File: src/rtl/segdac_front.sv
module segdac_front #(
  parameter int HI_BITS = 3,
  parameter int LO_BITS = 5
) (
  input  logic                       clk,
  input  logic                       rst,
  input  logic [HI_BITS+LO_BITS-1:0] code_in,
  input  logic                       invert,
  input  logic                       freeze,
  output logic [(1<<HI_BITS)-2:0]    therm,
  output logic [LO_BITS-1:0]         bin,
  output logic [HI_BITS+LO_BITS-1:0] code_eff
);
  localparam int W     = HI_BITS + LO_BITS;
  localparam int SEGS  = (1 << HI_BITS) - 1;
  localparam int LINES = SEGS + LO_BITS;

  logic [W-1:0]     word;
  logic [SEGS-1:0]  therm_live;
  logic [LINES-1:0] live, held, lines;
  logic             freeze_s;
  logic             capture;
  logic [HI_BITS-1:0] seg_cnt;

  assign word = code_in ^ {W{invert}};

  for (genvar i = 0; i < SEGS; i++) begin : g_seg
    assign therm_live[i] = word[W-1:LO_BITS] > HI_BITS'(i);
  end

  assign live    = {therm_live, word[LO_BITS-1:0]};
  assign capture = freeze & ~freeze_s;

  always_ff @(posedge clk) begin
    if (rst) begin
      freeze_s <= 1'b1;
      held     <= '0;
    end else begin
      freeze_s <= freeze;
      if (capture) held <= live;
    end
  end

  assign lines = freeze_s ? held : live;
  assign therm = lines[LINES-1:LO_BITS];
  assign bin   = lines[LO_BITS-1:0];

  always_comb begin
    seg_cnt = '0;
    for (int i = 0; i < SEGS; i++)
      seg_cnt = seg_cnt + HI_BITS'(therm[i]);
  end

  assign code_eff = {seg_cnt, bin};
endmodule

File: config.mk
export PLATFORM = sky130hd
export DESIGN_NAME = segdac_front
export DESIGN_NICKNAME = d
export VERILOG_FILES = /design/src/rtl/segdac_front.sv
export SDC_FILE = /design/constraint.sdc
export NUM_CORES = 1
export LEC_CHECK = 0
export BUFFER_PORTS_ARGS = -buffer_cell sky130_fd_sc_hd__buf_2
export CAP_MARGIN = 0
export CORE_ASPECT_RATIO = 1.1
export CORE_MARGIN = 10
export CORE_UTILIZATION = 30
export DETAILED_ROUTE_END_ITERATION = 7
export GPL_TIMING_DRIVEN = 1
export PLACE_DENSITY = 0.53
export SYNTH_ARGS = -nofsm -noshare
export SYNTH_HDL_FRONTEND = slang
export SYNTH_SLANG_ARGS = --single-unit
File: constraint.sdc
create_clock -name clk -period 7.7 [get_ports clk]
set_input_delay 1.54 -clock clk [delete_from_list [all_inputs] [get_ports clk]]
set_output_delay 1.54 -clock clk [all_outputs]
set_load 0.01 [all_outputs]
==> impl_metrics.toml, run 1 <==
[logic_synthesis]
postSynthCellCount = 111
synthDistinctLibCells = 32
ys_seq_area_share_pct = 27.7
netlist_area_um2 = 940
synth_edf_count = 0
synth_seq_cells = 13
ys_warn_count = 0
synth_nets = 127
synth-async-reset-ratio_pct = 0
synth_ff_type = "dfxtp_1"
syn_avg_cell_area_um2 = 8.47

[sta]
skew_ns = 0.00344
fin_crit_ns = 6.14
relSlewSlack_pct = 55.9
max_slew.worst_pin.slew_ns = 0.660
post-route-period-util_pct = 79.7
fin_tns_setup_ns = 0
grt_setup_unrepaired = "no"
final_hold_viol_count = 0
setup_slack_ns = 1.56
drv_slew = 0
fmax_mhz = 163
setup_viol = 0

[route]
routedWlPerCell_um = 13.7
viasPerCell = 4.68
drt_first_iter_violations = 29
postRouteAntennaNets = 0
via_count = 777
wl_um = 2270
post-route-drc-count = 0
drt-pass1-iter-count = 4

[placement]
port_buffers = 31
place_congestion = 0.770
post-place-ws_ns = 1.52
hpwl_um = 1780
place_inst = 162

[critical_path]
critPathArrivalTime_ns = 4.60
worstSetupPathType = "primary input to output pin"
crit_path_top_delay_cell = "fa_1"
cp-start-kind = "primary input"
path_cells = "buf_2 -> or2_4 -> o31ai_1 -> o21ai_0 -> fa_1 -> inv_1 -> fa_1 -> inv_1 -> fa_1 -> fa_1 -> buf_2"
critical_path.max_stage_delay_ns = 0.57
cp_max_fo = 9
worstSetupEndpointType = "output pin"
crit_required_ns = 6.16
cpMostUsedCell = "fa_1"

[cts]
clk_pin_slew_ns = 0.08
cts_setup_buffers = 0
cts_root_buf = "clkbuf_4"
numCtsBuffers = 3
tritoncts = "built"
postCtsHoldBufs = 0
cts_resized = 0
cts.sinks = 13
htreeDepth = 1
clockBufferDepth = 2
clock_latency_ns = 0.29

[cells_and_area]
antennaDiodeCount = 0
syn2layout_area_growth_pct = 14.0
final_cells = 166
multi_input_comb_area_um2 = 564
seq_area_um2 = 260
num-nets-final = 149
drive_gt1_share_pct = 34.1
num-fill-cells = 328

[grt]
grt_overflow = 0
grt_pass1_wl_um = 4020
antenna_found_initial = 0
track_usage_pct = 8.87
grt_pass1_vias = 834
grt_max_degree = 18

[floorplan]
die_w_um = 73.4
dieHeight_um = 78.7
io_pins = 32
initial_core_util_pct = 31.1
core_um2 = 3020
dieArea_um2 = 5770
rows = 21

[power_and_ir_drop]
power_leakage_nw = 0.493
p_total_mw = 0.179
power.density_nw_per_um2 = 167
vdd_drop_max_v = 0.0000637

[job]
max_cap_violations = 0

[outcome]
outcome = "finished clean"

[worst_hold_path]
hold_path_class = "flop to flop"
-- worst paths after layout --
kind / start / end / slack [ns] / cells past startpoint
worst max-delay path: code_in[6] / code_eff[6] / 1.56 / 11
worst max register to register: freeze_s / held[9] / 6.34 / 3
worst min-delay path: held[6] / held[6] / 0.47 / 2
worst min register to register: held[6] / held[6] / 0.47 / 2
-- cell usage in the layout (no fill, tap or decap), types with 4 or more instances in the layout --
master	count
buf_2	31
dfxtp_1	13
fa_1	4
inv_1	6
mux2_2	8
nand2_1	5
nand3b_1	4
nor2_1	14
nor3_1	6
o21ai_0	4
xor2_1	6
-- critical path: cells and delay by family --
family	cells	cell delay, ns
compound gates	2	0.51
fa+ha+maj	4	1.92
buf+inv	4	0.37
simple gates	1	0.25
-- metrics by stage --
stage                     area, um2  util [%]  hold slack (ns)
after global placement         1040      34.6            0.447
after detailed placement       1040      34.6            0.453
after floorplan                 940         -            0.437
after global routing           1070      35.4            0.513
final                          1070      35.4            0.466
after CTS                      1070      35.4            0.467
-- cell usage after synthesis (2+ instances only) --
library cell	number	share of area [%]
nor2_1	14	5.6
inv_1	6	2.4
nand3_1	3	1.6
buf_2	5	2.7
nand2_1	5	2.0
a21oi_1	3	1.6
nand2b_1	3	2.0
buf_4	7	5.6
nand3b_1	4	3.2
mux2_2	8	9.6
dfxtp_1	13	28
o21a_1	2	1.6
nor3_1	6	3.2
fa_1	4	8.5
xor2_1	6	5.6
o21ai_0	4	2.1
o31ai_1	2	1.6
mux2i_1	2	2.1
-- layout make-up --
type                       count  share of cell area (%)
sequential                    13                    24.3
tap                           34                    3.97
timing repair buffer          31                    14.5
multi-input combinational     78                    52.7
clock buffer                   4                    2.45
inverter                       6                    2.10
-- flip-flops by register name, summed over array words and instances (netlist names) --
register	cells
freeze_s	1
held	12
-- cell families after synthesis --
family / share of synthesized area, %
DFF: 27.7
xor gates and xnor gates: 5.59
AOI/OAI and AO/OA: 13.0
buffers and inverters: 12.2
muxes: 11.7
and+or+nand+nor: 21.2
adders and majority gates: 8.52
-- report_power, final --
| group | internal, mW | switching (mW) | total [mW] |
|---|---|---|---|
| logic | 0.0257 | 0.0342 | 0.0599 |
| clock network | 0.0202 | 0.0257 | 0.0459 |
| registers | 0.0708 | 0.00218 | 0.0730 |
| total | 0.117 | 0.0620 | 0.179 |
-- routing by layer --
| layer | vias to the layer above | wire (um) | global-route usage, % |
|---|---|---|---|
| li1 | 411 | - | - |
| met1 | 345 | 993 | 10.1 |
| met2 | 16 | 1150 | 14.5 |
| met3 | 5 | 53 | 1.62 |
| met4 | 0 | 66 | 6.16 |
| met5 | - | 0 | 0 |
No activity file was read; power rests on OpenSTA's default activity.
==> inputs of run 2 (changes only) <==
ABC_AREA = 1   (was unset)
PLACE_DENSITY = 0.54   (was 0.53)
clock period = 6.3 ns   (was 7.7 ns; I/O delays follow)
==> run 2 against run 1 <==
Compared with the run above:
- combinational power rose by 30%
- first-iteration DRC count rose by 21%
- non-clock buffer count rose by 1
- synthesized area fell by 4.3%
- register-to-register slack got worse by 1.3 ns
- total power rose by 22%
- sequential power rose by 22%
- clock-buffer cell count did not move
==> impl_metrics.toml, run 2 <==
[cts]
cts_root_buf = "clkbuf_4"
cts_setup_buffers = 0
clock_latency_ns = 0.27
cts.sinks = 13
clk_pin_slew_ns = 0.07
numCtsBuffers = 3
tritoncts = "built"
postCtsHoldBufs = 0
htreeDepth = 1
clockBufferDepth = 2
cts_resized = 0

[floorplan]
io_pins = 32
die_w_um = 72.2
dieHeight_um = 77.4
rows = 20
core_um2 = 2830
initial_core_util_pct = 31.8
dieArea_um2 = 5590

[sta]
relSlewSlack_pct = 74.6
setup_viol = 0
fin_tns_setup_ns = 0
setup_slack_ns = 0.763
drv_slew = 0
fin_crit_ns = 5.54
max_slew.worst_pin.slew_ns = 0.381
fmax_mhz = 181
skew_ns = 0.00897
grt_setup_unrepaired = "no"
post-route-period-util_pct = 87.9
final_hold_viol_count = 0

[placement]
post-place-ws_ns = 0.764
dpl-instance-area_um2 = 1010
port_buffers = 31
place_congestion = 0.808
hpwl_um = 1730

[cells_and_area]
largestRegisters = "held x12, freeze_s x1"
largest_reg_flops = 12
antennaDiodeCount = 0
regMostFlops = "held"
stdcell_area_um2 = 1040
syn2layout_area_growth_pct = 15.3
drive_gt1_share_pct = 31.5
num-nets-final = 163
mostFrequentLayoutCells = "31 x buf_2, 24 x nand2_1"
final_common_cell = "buf_2"
fin_util_pct = 36.7

[grt]
grt_max_degree = 22
grt_pass1_vias = 879
grt_overflow = 0
track_usage_pct = 8.15
grt_pass1_wl_um = 3830
antenna_found_initial = 0

[logic_synthesis]
synth_top_area_share_pct = 28.9
synth.most_common_cell = "nand2_1"
ys_warn_count = 0
synthDistinctLibCells = 20
synth_edf_count = 0
synth_nets = 137
synth_seq_cells = 13
syn_avg_cell_area_um2 = 7.43
synth-async-reset-ratio_pct = 0
synth_top_area_cell = "dfxtp_1"
netlist_area_um2 = 900
ys_seq_area_share_pct = 28.9
synth_common_cells = "24 x nand2_1, 13 x a21oi_1, 13 x dfxtp_1, 13 x inv_1, 13 x o21ai_1"
synth_ff_type = "dfxtp_1"
postSynthCellCount = 121
synthTopCellsByArea = "dfxtp_1 29%, nand2_1 10%, fa_1 8.9%"

[power_and_ir_drop]
power_leakage_nw = 0.544
vdd_drop_max_v = 0.000127
power.density_nw_per_um2 = 210
p_total_mw = 0.218

[route]
drt_first_iter_violations = 35
wl_um = 2150
routedWlPerCell_um = 12.0
drt-pass1-iter-count = 4
post-route-drc-count = 0
viasPerCell = 4.59
via_count = 822
postRouteAntennaNets = 0

[worst_hold_path]
hold_path_class = "flop to flop"

[critical_path]
worstSetupEndpointType = "output pin"
critPathArrivalTime_ns = 4.28
cp_max_fo = 11
crit_required_ns = 5.04
cp-start-kind = "primary input"
worstSetupPathType = "primary input to output pin"

[outcome]
outcome = "finished clean"

[job]
max_cap_violations = 0
==> run 2: cell families (layout without fill, tap and decap cells) <==
logic type      Yosys count  count (layout)  share of synthesized area, %
compound gates           34              34                          19.7
xor+xnor                  5               5                          4.87
fa+ha+maj                 4               4                          8.90
buf+inv                  25              50                          16.1
flops                    13              13                          28.9
simple gates             40              40                          21.4
==> run 2: power by group <==
part	switching, mW	internal (mW)
sequential	0.00211	0.0866
combinational	0.0475	0.0304
clock	0.0266	0.0245
==> run 2: per-stage QoR <==
| stage | instances | hold slack, ns |
|---|---|---|
| final | 179 | 0.520 |
| after global routing | 179 | 0.547 |
| after CTS | 179 | 0.529 |
| after detailed placement | 175 | 0.509 |
| after global placement | 175 | 0.504 |
| after floorplan | 121 | 0.475 |
==> run 2: layout make-up <==
| type | instances | area, um2 |
|---|---|---|
| fillers | 316 | 1790 |
| repair buffers | 32 | 163 |
| well taps | 33 | 41.3 |
| flip-flops and latches | 13 | 260 |
| clock buffers | 4 | 26.3 |
| inverters | 14 | 52.6 |
| multi-input cells | 83 | 494 |
==> run 2: path summary, 6_finish.rpt <==
kind	start	endpoint	slack, ns	cells past startpoint
worst max register to register	freeze_s	held[7]	5.02	5
worst max-delay path	invert	code_eff[6]	0.76	13
worst min register to register	held[8]	held[8]	0.52	2
worst min-delay path	held[8]	held[8]	0.52	2
==> run 2: per-layer routing <==
metal  GRT usage, %  part of all wire, %  up-vias
met5              0                    0        -
met4          0.775                 0.37        0
met3           4.83                   10        2
met2           14.1                   47       32
met1           8.53                   42      358
li1               -                    -      430
==> run 2: critical path, cell delays in order <==
cell and delay (ns):
buf_2 0.24, inv_1 0.14, nand2_1 0.13, nand2_4 0.08
nor2_2 0.15, a21oi_1 0.13, fa_1 0.55, inv_1 0.06
fa_1 0.50, inv_1 0.05, fa_1 0.37, fa_1 0.48
buf_2 0.13
